[config.mk]
export PLATFORM = sky130hd
export DESIGN_NAME = chirp_dds
export DESIGN_NICKNAME = d
export VERILOG_FILES = /design/src/rtl/chirp_dds_pkg.sv /design/src/rtl/chirp_freq_acc.sv /design/src/rtl/chirp_phase_acc.sv /design/src/rtl/chirp_sine_lut.sv /design/src/rtl/chirp_seq.sv /design/src/rtl/chirp_dds.sv
export SDC_FILE = /design/constraint.sdc
export NUM_CORES = 1
export LEC_CHECK = 0
export CORE_MARGIN = 5
export CORE_UTILIZATION = 55
export CTS_CLUSTER_SIZE = 28
export DETAILED_ROUTE_END_ITERATION = 6
export PLACE_DENSITY = 0.79
export SLEW_MARGIN = 30
export SYNTH_ARGS = -nofsm -noshare
export SYNTH_HDL_FRONTEND = slang
export SYNTH_SLANG_ARGS = --single-unit
[constraint.sdc]
create_clock -name clk -period 4.54 [get_ports clk]
set_input_delay 0.454 -clock clk [delete_from_list [all_inputs] [get_ports clk]]
set_output_delay 0.454 -clock clk [all_outputs]
set_load 0.02 [all_outputs]
[src/rtl/chirp_dds_pkg.sv]
package chirp_dds_pkg;
  localparam real CIRCLE_HALF = 3.141592653589793;

  typedef enum logic [1:0] {
    QD_RISE  = 2'd0,
    QD_FALL  = 2'd1,
    QD_NRISE = 2'd2,
    QD_NFALL = 2'd3
  } quadrant_e;
endpackage

[src/rtl/chirp_freq_acc.sv]
module chirp_freq_acc #(
  parameter int ACC_W = 32
) (
  input  logic             clk,
  input  logic             rst_n,
  input  logic             load,
  input  logic [ACC_W-1:0] load_val,
  input  logic [ACC_W-1:0] slope_val,
  input  logic             step,
  output logic [ACC_W-1:0] inc_o
);
  logic [ACC_W-1:0] slope_q;

  always_ff @(posedge clk or negedge rst_n) begin
    if (!rst_n) begin
      inc_o   <= '0;
      slope_q <= '0;
    end else if (load) begin
      inc_o   <= load_val;
      slope_q <= slope_val;
    end else if (step) begin
      inc_o <= inc_o + slope_q;
    end
  end
endmodule

[src/rtl/chirp_phase_acc.sv]
module chirp_phase_acc #(
  parameter int ACC_W = 32
) (
  input  logic             clk,
  input  logic             rst_n,
  input  logic             clear,
  input  logic             step,
  input  logic [ACC_W-1:0] inc_i,
  output logic [ACC_W-1:0] phase_o
);
  always_ff @(posedge clk or negedge rst_n) begin
    if (!rst_n)     phase_o <= '0;
    else if (clear) phase_o <= '0;
    else if (step)  phase_o <= phase_o + inc_i;
  end
endmodule

[src/rtl/chirp_sine_lut.sv]
module chirp_sine_lut
  import chirp_dds_pkg::*;
#(
  parameter int ADDR_W = 8,
  parameter int AMP_W  = 12
) (
  input  logic                    clk,
  input  logic                    rst_n,
  input  logic                    en,
  input  logic [ADDR_W-1:0]       addr,
  output logic signed [AMP_W-1:0] sample_o
);
  localparam int Q_W   = ADDR_W - 2;
  localparam int QN    = 1 << Q_W;
  localparam int PEAK  = (1 << (AMP_W - 1)) - 1;

  logic [AMP_W-2:0] rom [QN];

  for (genvar k = 0; k < QN; k++) begin : g_rom
    localparam real ANG = CIRCLE_HALF * real'(2 * k + 1) / real'(4 * QN);
    localparam int  MAG = $rtoi(real'(PEAK) * $sin(ANG) + 0.5);
    assign rom[k] = MAG[AMP_W-2:0];
  end

  quadrant_e        quad;
  logic [Q_W-1:0]   idx;
  logic [AMP_W-2:0] mag;
  logic signed [AMP_W-1:0] value;

  always_comb begin
    quad = quadrant_e'(addr[ADDR_W-1 -: 2]);
    unique case (quad)
      QD_FALL, QD_NFALL: idx = ~addr[Q_W-1:0];
      default:           idx = addr[Q_W-1:0];
    endcase
    mag = rom[idx];
    unique case (quad)
      QD_NRISE, QD_NFALL: value = -$signed({1'b0, mag});
      default:            value = $signed({1'b0, mag});
    endcase
  end

  always_ff @(posedge clk or negedge rst_n) begin
    if (!rst_n)  sample_o <= '0;
    else if (en) sample_o <= value;
  end
endmodule

[src/rtl/chirp_seq.sv]
module chirp_seq #(
  parameter int LEN_W = 16
) (
  input  logic             clk,
  input  logic             rst_n,
  input  logic             start,
  input  logic [LEN_W-1:0] len_i,
  input  logic             advance,
  output logic             emit,
  output logic             step,
  output logic             done
);
  logic             running;
  logic [LEN_W-1:0] cnt;
  logic [LEN_W-1:0] len_q;
  logic             last;

  assign emit = advance && running && !start;
  assign last = (LEN_W'(cnt + 1'b1) == len_q);
  assign step = emit && !last;

  always_ff @(posedge clk or negedge rst_n) begin
    if (!rst_n) begin
      running <= 1'b0;
      cnt     <= '0;
      len_q   <= '0;
      done    <= 1'b0;
    end else if (start) begin
      running <= (len_i != '0);
      cnt     <= '0;
      len_q   <= len_i;
      done    <= (len_i == '0);
    end else if (emit) begin
      cnt <= cnt + 1'b1;
      if (last) begin
        running <= 1'b0;
        done    <= 1'b1;
      end
    end
  end
endmodule

[src/rtl/chirp_dds.sv]
module chirp_dds #(
  parameter int ACC_W      = 32,
  parameter int LUT_ADDR_W = 8,
  parameter int AMP_W      = 12,
  parameter int LEN_W      = 16
) (
  input  logic                    clk,
  input  logic                    rst_n,
  input  logic                    start,
  input  logic [ACC_W-1:0]        freq_start,
  input  logic [ACC_W-1:0]        freq_slope,
  input  logic [LEN_W-1:0]        chirp_len,
  output logic signed [AMP_W-1:0] out_sample,
  output logic                    out_valid,
  input  logic                    out_ready,
  output logic                    done
);
  localparam int TOP = ACC_W - 1;

  logic             advance;
  logic             emit;
  logic             step;
  logic [ACC_W-1:0] inc;
  logic [ACC_W-1:0] phase;

  assign advance = !out_valid || out_ready;

  chirp_seq #(.LEN_W(LEN_W)) u_seq (
    .clk(clk), .rst_n(rst_n), .start(start), .len_i(chirp_len),
    .advance(advance), .emit(emit), .step(step), .done(done)
  );

  chirp_freq_acc #(.ACC_W(ACC_W)) u_freq (
    .clk(clk), .rst_n(rst_n), .load(start), .load_val(freq_start),
    .slope_val(freq_slope), .step(step), .inc_o(inc)
  );

  chirp_phase_acc #(.ACC_W(ACC_W)) u_phase (
    .clk(clk), .rst_n(rst_n), .clear(start), .step(step),
    .inc_i(inc), .phase_o(phase)
  );

  chirp_sine_lut #(.ADDR_W(LUT_ADDR_W), .AMP_W(AMP_W)) u_lut (
    .clk(clk), .rst_n(rst_n), .en(emit),
    .addr(phase[TOP -: LUT_ADDR_W]), .sample_o(out_sample)
  );

  always_ff @(posedge clk or negedge rst_n) begin
    if (!rst_n)       out_valid <= 1'b0;
    else if (start)   out_valid <= 1'b0;
    else if (advance) out_valid <= emit;
  end
endmodule

Yosys cells after proc, flatten, opt, wreduce, memory -nomap -nowiden

Memory sizes are Yosys's and may differ from the RTL's.
Index checks and enable logic that the tools add are counted.

Memories: 1
Bits in read-only memories: 704
Input port bits: 84
Logic and storage cells: 55
Register bits after elaboration: 143
Output and inout port bits: 14

Bitwise logic cells: 2
Equal/unequal tests: 4
Mux-type cells: 18
Add/sub/neg operators: 4
Magnitude comparators: 1
Reductions and logical operators: 16

Memories:

| memory          | words | width | rd ports | clocked after Yosys merged registers in | wr ports | RTL line             | source |
|---|---|---|---|---|---|---|---|
| (no name shown) | 64    | 11    | 1        | 0                                       | 0        | chirp_sine_lut.sv:36 | `mag = rom[idx];` |

Operators with widths:

| kind                                                             | number |
|---|---|
| 32-bit 2-to-1 mux                                                | 4 |
| 32-bit adder                                                     | 2 |
| 16-bit 2-to-1 mux                                                | 2 |
| 11-bit 2-to-1 mux                                                | 2 |
| 16-bit by 1-bit adder with 16-bit output (second input constant) | 1 |
| 16-bit == test                                                   | 1 |
| 16-bit logical NOT                                               | 1 |
| 16-bit nonzero test                                              | 1 |
| 12-bit 2-to-1 mux                                                | 1 |
| 11-bit negation with 12-bit output                               | 1 |
| 1-bit 2-to-1 mux                                                 | 8 |
| 2-bit nonzero test                                               | 4 |
| 7-bit greater-or-equal comparator (second input constant)        | 1 |
| 6-bit inverter with 7-bit output                                 | 1 |
| 6-bit 2-to-1 mux                                                 | 1 |
| 6-bit inverter                                                   | 1 |
| 2-bit == test (second input constant)                            | 2 |
| 2-bit OR reduction                                               | 2 |
| 1-bit logical AND                                                | 3 |
| 1-bit logical NOT                                                | 3 |
| 2-bit by 1-bit == test with 1-bit output (second input constant) | 1 |
| 2-bit AND reduction                                              | 1 |
| 1-bit logical OR                                                 | 1 |

Logic depth before layout (Yosys ltp)

Gate-level depths: netlist (run 1).

Word-level depth: 9
Gate-level depth with buffers: 15
Mapped depth without buffers: 12

Hierarchy

From an unflattened synthesis (run 1), not the netlist that was laid out.

Cell total of the unflattened synthesis: 1359
Area, all modules: 11758.8 sq um

Modules (own cells, without submodules):

| module          | area an instance (sq um) | instances | sequential area each (sq um) | cells each |
|---|---|---|---|---|
| chirp_freq_acc  | 4240.3                   | 1         | 1601.5                       | 431 |
| chirp_phase_acc | 2949.1                   | 1         | 800.8                        | 346 |
| chirp_sine_lut  | 2543.7                   | 1         | 300.3                        | 381 |
| chirp_seq       | 1974.4                   | 1         | 850.8                        | 197 |
| chirp_dds       | 51.3                     | 1         | 25.0                         | 4 |

Least setup slack after synthesis (run 1)

OpenSTA, ideal clock, no wires.

Kind: reg-to-reg
From: register u_seq.cnt[0]
To: register u_freq.inc_o[5]
Data required time: 4414 ps
Data arrival time: 2714 ps
Library setup time: 126 ps
Path slack: 1700 ps
Path buffers: 2
Clock period less this slack: 2840 ps
Stages on the path, launching flop included: 13
Path through: dfrtp_1 -> ha_1 -> nand4_1 -> or3_1 -> xnor2_1 -> nor4_1 -> o211ai_1 -> or3_4 -> nand2_4 -> buf_6 -> buf_6 -> nor2_1 -> a221o_1

Longest elaborated chain between the ends: 5

Ends and longest elaborated chain:

| item                                     | RTL line             | source |
|---|---|---|
| start, declared                          | chirp_seq.sv:14      | `logic [LEN_W-1:0] cnt;` |
| start signal, assigned                   | chirp_seq.sv:34      | `cnt <= cnt + 1'b1;` |
| 16-bit by 1-bit adder with 16-bit output | chirp_seq.sv:19      | `assign last = (LEN_W'(cnt + 1'b1) == len_q);` |
| 16-bit == test                           | chirp_seq.sv:19      |  |
| 1-bit logical NOT                        | chirp_seq.sv:20      | `assign step = emit && !last;` |
| 1-bit logical AND                        | chirp_seq.sv:20      |  |
| 2-bit nonzero test (no line)             | -                    |  |
| end signal, assigned                     | chirp_freq_acc.sv:19 | `inc_o <= load_val;` |
| end signal, assigned                     | chirp_freq_acc.sv:22 | `inc_o <= inc_o + slope_q;` |
| end, declared                            | chirp_freq_acc.sv:10 | `output logic [ACC_W-1:0] inc_o` |

No other way between the ends.
A chain may end at the register's enable or synchronous reset.

Final worst setup path (run 1)

From: register u_seq.cnt[0]
To: register u_freq.inc_o[6]

Same word-level chain as after synthesis.

==> impl_metrics.ini, run 1 <==
[outcome]
status = complete, no violations

[sta]
worst-slew-pin-transition_ns = 0.9742
fin_setup_tns_ns = 0
slew_viol_final = 0
fin_crit_sh_pct = 79.30
setup_ws_ns = 0.9399
hold_violations = 0
fmax_mhz = 277.8
rsz0062_at_grt = false
finalSetupViolCount = 0
fin_skew_ns = 0.01339
fin_crit_ns = 3.600
relSlewSlack_pct = 35.06

[critical_path]
r2r_setup_slack_ns = 0.94
cp_slowest_cell = or3_1
reg2regPathDepth = 11
crit_arrival_ns = 3.91
cp_cell_sequence = ha_1, nand4_1, or3_1, xnor2_1, nor4_1, o211ai_1, or3_4, nand2_4, buf_12, nor2_1, a221o_1
r2r_end = u_freq.inc_o[6]
crit_path_start_kind = register
required_ns = 4.85
critPathCaptureType = register
path_delay_family = simple AND/OR/NAND/NOR gates
crit_buf_inv = 1
r2r-start = u_seq.cnt[0]
critPathMaxStageDelay_ns = 0.47
crit_type = reg2reg
critical_path.max_fanout = 66

[routing]
via_count = 10425
drtAntennaViolNets = 0
drtIter0Drc = 958
drc_errors = 0
routedWlPerCell_um = 18.95
first_pass_iters = 6
routed_wirelength_mm = 31.22
via_per_inst = 6.330

[grt]
track_usage_pct = 26.15
antenna_found_initial = 0
grt.overflow.total = 0
grt_max_degree = 76
grt_pass1_wl_mm = 50.94
grt_pass1_vias = 9753

[clocking]
cts-resized-gates = 0
cts.path.max_buffers = 2
clkSinkCount = 143
cts_setup_buffers = 0
cts_tree = built
clk_pin_slew_ns = 0.07
htree_num_levels = 4
clk_latency_ns = 0.44
cts_made_buffers = 17
clock_tree.root_cell = clkbuf_16

[pwr]
p_leak_nw = 5.490
worst_ir_drop_vdd_v = 0.0003478
power.density_nw_per_um2 = 646.8

[synth]
synth-async-reset-ratio_pct = 100.0
syn_nets = 1464
syn_area_per_cell_um2 = 8.528
synth_most_common_cell = dfrtp_1
synth_area_leader_cell = dfrtp_1
ys.flop_type = dfrtp_1
synth_edf_count = 0
ys_types = 73
yosys_warnings = 0
netlist_instances = 1314
ys_seq_elements = 143
netlist_area_um2 = 11210
ys_top_cells_by_count = dfrtp_1 (143), o21ai_0 (133), nand2_1 (122), a21oi_1 (98), nor2_1 (66)
ys_seq_area_share_pct = 31.93
synth_top_area_share_pct = 31.93
yosys-top-cells-area = dfrtp_1 (32%), ha_1 (7.1%), o21ai_0 (5.9%)

[floorplan]
dieHeight_um = 152.7
die_area_um2 = 23330
die_width_um = 152.7
io_pins = 98
start_util_pct = 55.56
fp.coreArea_um2 = 20170
fp-row-count = 52

[hold_path]
holdCritPathClass = in2reg
whs_path_depth = 2
min_from = start
hold_end = u_seq.cnt[12]

[layout]
area_delta_synth_final_pct = 15.78
drive_gt1_share_pct = 9.513
fin_nets = 1515
diodes = 0

[placement]
dpl.hpwl_mm = 22.33
gp_congestion = 1.012
pre_cts_ws_ns = 1.020
portBuffers = 97

[flow_run]
cap_violations = 0
## power breakdown
part | switching, W | leakage, nW | internal, W
clock | 0.000595 | 0.296 | 0.000871
combinational | 0.00285 | 3.42 | 0.00210
sequential | 0.000413 | 1.77 | 0.00157
total | 0.00385 | 5.49 | 0.00454
## state kept, by name, indices dropped and copies added, names as in the netlist
signal,cells
u_freq.inc_o,32
u_freq.slope_q,32
u_phase.phase_o,32
u_seq.cnt,16
u_seq.len_q,16
u_lut.sample_o,12
out_valid,1
u_seq.done,1
u_seq.running,1
## through the flow
stage                     cells  instance area [µm²]  total power [W]  hold WS, ns  utilization [%]
after global placement     1614                12330         0.006723       0.4635            61.14
after detailed placement   1615                12360         0.006790       0.3884            61.27
after CTS                  1647                12970         0.008293       0.4786            64.32
final                      1647                12970         0.008392       0.4726            64.32
after global routing       1647                12970         0.008984       0.5004            64.32
after floorplan            1314                11210         0.005488       0.1584                -
## what timing repair did
action,4_1_cts,5_1_grt
hold buffers,1,0
setup endpoints to repair,0,0
hold endpoints to repair,37,0
## area by class of cell
| type | instances | area, µm² |
|---|---|---|
| inverter | 27 | 101.3 |
| sequential | 143 | 3578 |
| tap | 270 | 337.8 |
| clock buffer | 17 | 425.4 |
| timing repair buffer | 121 | 1210 |
| multi-input combinational | 1055 | 7141 |
| clock inverter | 14 | 180.2 |
| fill | 1690 | 7196 |
## cells by family (layout without fill, tap and decap cells)
logic type	Yosys count	in the layout	synth area share [%]
flip-flops	143	143	31.93
buffers and inverters	116	179	4.343
multiplexers	56	56	5.549
XOR/XNOR	94	94	7.347
AO/OA/AOI/OAI	463	463	26.90
AND/OR/NAND/NOR	376	376	16.42
adder cells (fa/ha/maj)	66	66	7.503
## worst max-delay path by stage
stage                             from               end  slack [ns]  depth (start not counted)
final                     u_seq.cnt[0]   u_freq.inc_o[6]        0.94                         11
after global routing      u_seq.cnt[5]  u_freq.inc_o[14]        0.72                         10
after floorplan           u_seq.cnt[0]   u_freq.inc_o[5]        1.70                         12
after global placement    u_seq.cnt[0]   u_freq.inc_o[8]        1.18                         11
after CTS                 u_seq.cnt[0]   u_freq.inc_o[6]        1.00                         11
after detailed placement  u_seq.cnt[0]   u_freq.inc_o[6]        1.02                         11
## cells in the final DEF (no fill, tap or decap), types with 6 or more instances in the layout
cell type        synthesis  layout
nor3b_1                  7       7
nand2b_1                21      21
a211o_1                  6       6
and2_1                   9       9
a211oi_1                11      11
nand3_1                 55      55
mux2_2                  49      49
nand4_1                 11      11
inv_1                   24      24
a22oi_1                 13      13
o31ai_1                 17      17
buf_4                    4      20
a21oi_1                 98      98
dfrtp_1                143     143
ha_1                    64      64
o221ai_1                12      12
a31o_2                   9       9
or3_1                   11      11
o21a_1                   9       9
o21ai_0                133     133
xnor2_1                 49      49
o21bai_1                12      12
o22ai_1                  8       8
clkdlybuf4s50_1          0      95
a221o_1                 17      17
or2_2                    8       8
nor4_1                   8       8
mux2i_1                  7       7
nand2_1                122     122
and3_1                   8       8
o211ai_1                13      13
nor3_1                  16      16
a21o_1                  35      35
clkbuf_16                0      17
nor2_1                  66      66
a31oi_1                 19      19
nor2b_1                 21      21
xor2_1                  45      45
## metal layers
layer	vias up	global-route usage (%)	wire, µm
met3	52	4.743	2226
met4	0	6.831	585
met1	5000	38.37	14350
met5	-	0	0
met2	385	40.02	14060
li1	4988	-	-
(Power assumes the default switching activity.)
==> run 2: changes to the inputs <==
==> constraint.sdc (replaced) <==
create_clock -name clk -period 3.49 [get_ports clk]
set_input_delay 0.349 -clock clk [delete_from_list [all_inputs] [get_ports clk]]
set_output_delay 0.349 -clock clk [all_outputs]
set_load 0.02 [all_outputs]
==> run 2 against run 1 <==
Effect of this change:
- cell count up 1.7%
- cell area up 1.6%
- total power up 33%
- clock power up 26%
- non-clock buffer count up 28
- routed wire length up 1.2%
- sequential cell count unchanged
- largest cell class unchanged
- largest power group unchanged
==> impl_metrics.ini, run 2 (synthesis results as in run 1) <==
[outcome]
status = complete, no violations

[floorplan]
fp-row-count = 52
fp.coreArea_um2 = 20170
die_area_um2 = 23330
dieHeight_um = 152.7
io_pins = 98
start_util_pct = 55.56
die_width_um = 152.7

[sta]
finalSetupViolCount = 0
hold_violations = 0
setup_ws_ns = 0.1704
slew_viol_final = 0
fin_setup_tns_ns = 0
fmax_mhz = 301.2
worst-slew-pin-transition_ns = 0.8180
fin_skew_ns = 0.01384
rsz0062_at_grt = false
fin_crit_ns = 3.320
relSlewSlack_pct = 45.47
fin_crit_sh_pct = 95.12

[layout]
top_regs = u_freq.inc_o x32, u_freq.slope_q x32, u_phase.phase_o x32
fin_area_um2 = 13190
seq_area_um2 = 3580
drive_gt1_share_pct = 11.53
multiInputGateArea_um2 = 7151
diodes = 0
final_cell_mix = dfrtp_1 (142), o21ai_0 (133), nand2_1 (122), a21oi_1 (98), clkdlybuf4s50_1 (95)
final_common_cell = dfrtp_1
fill_cells = 1661
fin_nets = 1543
area_delta_synth_final_pct = 17.69

[critical_path]
required_ns = 3.82
critPathCaptureType = register
crit_type = reg2reg
crit_path_start_kind = register
crit_arrival_ns = 3.65
crit_start = u_phase.phase_o[25]
r2r-start = u_phase.phase_o[25]
critical_path.max_fanout = 20

[clocking]
clkSinkCount = 143
cts_made_buffers = 17
clk_pin_slew_ns = 0.06
htree_num_levels = 4
cts_setup_buffers = 0
clk_latency_ns = 0.43
cts.path.max_buffers = 2
clock_tree.root_cell = clkbuf_16
cts_tree = built

[placement]
gp_congestion = 1.019
dpl.hpwl_mm = 23.04
pre_cts_ws_ns = 0.2971
portBuffers = 97
placed_area_um2 = 12570

[routing]
drtIter0Drc = 1053
via_count = 10569
via_per_inst = 6.310
first_pass_iters = 5
drc_errors = 0
routedWlPerCell_um = 18.86
drtAntennaViolNets = 0
routed_wirelength_mm = 31.59

[hold_path]
min_from = start
holdCritPathClass = in2reg

[grt]
track_usage_pct = 26.78
grt_max_degree = 88
grt_pass1_vias = 10095
grt_pass1_wl_mm = 52.23
antenna_found_initial = 0
grt.overflow.total = 0

[pwr]
power_w = 0.01114
worst_ir_drop_vdd_v = 0.0004575
p_leak_nw = 5.607
power.density_nw_per_um2 = 845.0

[flow_run]
cap_violations = 0
## run 2: what timing repair did
action | 4_1_cts | 5_1_grt
resized for setup | 0 | 3
endpoints found under the setup margin | 0 | 4
hold buffers | 1 | 0
endpoints found under the hold margin | 6 | 0
## run 2: area by class of cell
cell class,count,share of cell area [%]
clock buffer,17,3.226
multi-input combinational,1055,54.22
inverter,27,0.7685
tap,270,2.562
timing repair buffer,149,10.81
sequential,143,27.14
clock inverter,14,1.271
## run 2: per-layer routing
metal	routed length, µm	share of wire, %	GRT usage [%]	vias to the layer above
met1	14230	45	38.88	5063
li1	-	-	-	5031
met4	570	1.8	6.788	0
met3	2485	7.9	4.573	55
met5	0	0	0	-
met2	14300	45	41.79	420
## run 2: final timing paths
| kind | end | slack [ns] | cells past startpoint |
|---|---|---|---|
| worst max-delay path | u_lut.sample_o[8] | 0.17 | 13 |
| worst max register to register | u_lut.sample_o[8] | 0.17 | 13 |
| min in group asynchronous | u_freq.slope_q[1] | 0.51 | 2 |
| max in group asynchronous | u_freq.inc_o[29] | 2.18 | 3 |
| worst min-delay path | u_seq.cnt[10] | 0.29 | 2 |
| worst min register to register | u_lut.sample_o[11] | 0.48 | 2 |
## run 2: stage by stage
step,std cells,util [%],hold WS [ns]
final,1675,65.38,0.2871
after global routing,1675,65.38,0.2972
after CTS,1675,65.33,0.2757
after detailed placement,1643,62.34,0.4527
after global placement,1643,62.34,0.4573
after floorplan,1314,-,0.05341
## run 2: critical path, cell delays in order (launching register included)
cell and delay (ns):
dfrtp_1 0.61, buf_4 0.33, nand3b_1 0.17, a21oi_1 0.09, o21a_1 0.19, a2111oi_0 0.49
o22ai_1 0.18, a21oi_1 0.28, inv_1 0.08, ha_1 0.21, nand2_1 0.11, o41ai_1 0.12
xnor2_1 0.17, o21ai_0 0.19
## run 2: power breakdown
group	switching [W]	internal, W
logic	0.00385	0.00293
registers	0.000468	0.00204
clock network	0.000733	0.00112
==> run 3: changes to the inputs <==
==> constraint.sdc (replaced) <==
create_clock -name clk -period 3.8 [get_ports clk]
set_input_delay 0.38 -clock clk [delete_from_list [all_inputs] [get_ports clk]]
set_output_delay 0.38 -clock clk [all_outputs]
set_load 0.02 [all_outputs]
==> run 3 against run 2 <==
Effect of this change:
- the flow now finishes with violations (negative hold slack)
- setup slack improved by 0.24 ns
- worst hold slack got worse by 0.30 ns
- clock power fell by 9.7%
- clock skew fell by 0.0026 ns
- sequential share of layout area rose by 0.31 points
- global-route usage fell by 0.33 points
- via count fell by 0.65%
- sequential cell count did not move
- critical path depth fell by 2
- largest power group unchanged
- highest routed layer unchanged
==> impl_metrics.ini, run 3 (synthesis results as in run 1) <==
[flow_run]
cap_violations = 0

[placement]
dp_cells = 1628
dpl.hpwl_mm = 22.44
gp_congestion = 1.003
placed_area_um2 = 12450
portBuffers = 97

[routing]
drc_errors = 0
drtIter0Drc = 1059
routedWlPerCell_um = 18.82
via_count = 10500
first_pass_iters = 6
drtAntennaViolNets = 0
routed_wirelength_mm = 31.24
via_per_inst = 6.325

[layout]
fin_nets = 1527
fill_cells = 1677
drive_gt1_share_pct = 10.43
fin_area_um2 = 13040
diodes = 0
final_common_cell = dfrtp_1
top_regs = u_freq.inc_o x32, u_freq.slope_q x32, u_phase.phase_o x32
seq_area_um2 = 3578
final_cell_mix = dfrtp_1 (143), o21ai_0 (133), nand2_1 (122), a21oi_1 (98), clkdlybuf4s50_1 (95)
final_util_pct = 64.63
area_delta_synth_final_pct = 16.34
multiInputGateArea_um2 = 7141
final-instance-count-excl-fill = 1660

[clocking]
cts_made_buffers = 17
clkSinkCount = 143
cts-resized-gates = 0
clk_pin_slew_ns = 0.07
clock_tree.root_cell = clkbuf_16
clk_latency_ns = 0.44
cts.path.max_buffers = 2
htree_num_levels = 4
postCtsHoldBufs = 0
cts_tree = built
cts_setup_buffers = 0

[floorplan]
die_area_um2 = 23330
dieHeight_um = 152.7
io_pins = 98
fp-row-count = 52
die_width_um = 152.7
fp.coreArea_um2 = 20170
start_util_pct = 55.56

[grt]
grt_pass1_vias = 10078
track_usage_pct = 26.45
grt_pass1_wl_mm = 51.63
grt.overflow.total = 0
grt_max_degree = 96
antenna_found_initial = 0

[critical_path]
critical_path.max_fanout = 44
crit_arrival_ns = 3.71
required_ns = 4.12
crit_type = reg2reg
r2r_end = u_freq.inc_o[8]
crit_path_start_kind = register
critPathCaptureType = register
critPathMaxStageDelay_ns = 0.47
r2r-start = u_seq.cnt[0]
r2r_setup_slack_ns = 0.41
cp_slowest_cell = or3_1
cp_cell_sequence = ha_1, nand4_1, or3_1, xnor2_1, nor4_1, o211ai_1, or3_4, nand2_4, buf_12, nor3b_1, a221o_1
reg2regPathDepth = 11

[sta]
fmax_mhz = 294.9
fin_skew_ns = 0.01123
finalHoldWorstSlack_ns = -0.01219
relSlewSlack_pct = 48.70
hold_violations = 4
fin_crit_sh_pct = 89.24
fin_crit_ns = 3.391
rsz0062_at_grt = false
fin_setup_tns_ns = 0
worst-slew-pin-transition_ns = 0.7695
slew_viol_final = 0
finalSetupViolCount = 0

[hold_path]
holdCritPathClass = in2async

[pwr]
worst_ir_drop_vdd_v = 0.0004265
power.density_nw_per_um2 = 772.8
p_leak_nw = 5.530

[outcome]
status = finished, violations left
violations = negative hold slack
==> run 3: cell count changes in the layout (fill, tap and decap cells not counted), moves of 3 or more <==
| cell | delta |
|---|---|
| inv_8 | +3 |
| clkinv_2 | -3 |
| inv_6 | +4 |
| buf_4 | -14 |
==> run 3: area by class of cell <==
class	count	area share [%]
multi-input combinational	1055	54.77
inverter	27	0.7774
tap	270	2.591
clock inverter	14	1.123
timing repair buffer	133	9.915
sequential	143	27.45
clock buffer	18	3.369
==> run 3: layer usage <==
metal / track usage (%) / vias up / wire length (µm) / part of all wire, %
li1: - / 5000 / - / -
met2: 40.53 / 431 / 13980 / 45
met3: 4.402 / 64 / 2294 / 7.3
met5: 0 / - / 0 / 0
met1: 38.73 / 5005 / 14270 / 46
met4: 7.679 / 0 / 699 / 2.2
==> run 3: worst max-delay path by stage <==
stage,from,endpoint,slack (ns),depth (start not counted)
3_3_place_gp,u_freq.inc_o[1],u_phase.phase_o[31],0.61,10
5_1_grt,u_freq.inc_o[10],u_freq.inc_o[28],0.18,10
2_1_floorplan,u_seq.cnt[0],u_freq.inc_o[5],0.96,12
6_report,u_seq.cnt[0],u_freq.inc_o[8],0.41,11
3_5_place_dp,u_seq.cnt[0],u_freq.inc_o[8],0.51,11
4_1_cts,u_seq.cnt[0],u_freq.inc_o[15],0.42,11
==> run 3: through the flow <==
| stage | power (W) | setup WS, ns |
|---|---|---|
| final | 0.01007 | 0.4088 |
| after floorplan | 0.006556 | 0.9596 |
| after global placement | 0.008110 | 0.6124 |
| after CTS | 0.009948 | 0.4207 |
| after detailed placement | 0.008208 | 0.5124 |
| after global routing | 0.01079 | 0.1807 |
==> run 3: critical path: cells and delay by family, from the launching register on <==
| family | cells | cell delay [ns] |
|---|---|---|
| adders and majority gates | 1 | 0.28 |
| DFF | 1 | 0.45 |
| xor gates and xnor gates | 1 | 0.15 |
| AOI/OAI and AO/OA | 2 | 0.47 |
| buffers and inverters | 1 | 0.25 |
| and+or+nand+nor | 6 | 1.65 |
==> run 3: power breakdown <==
group | internal [W] | switching, W | total [W]
sequential | 0.00187 | 0.000436 | 0.00231
combinational | 0.00260 | 0.00350 | 0.00609
clock | 0.000941 | 0.000732 | 0.00167
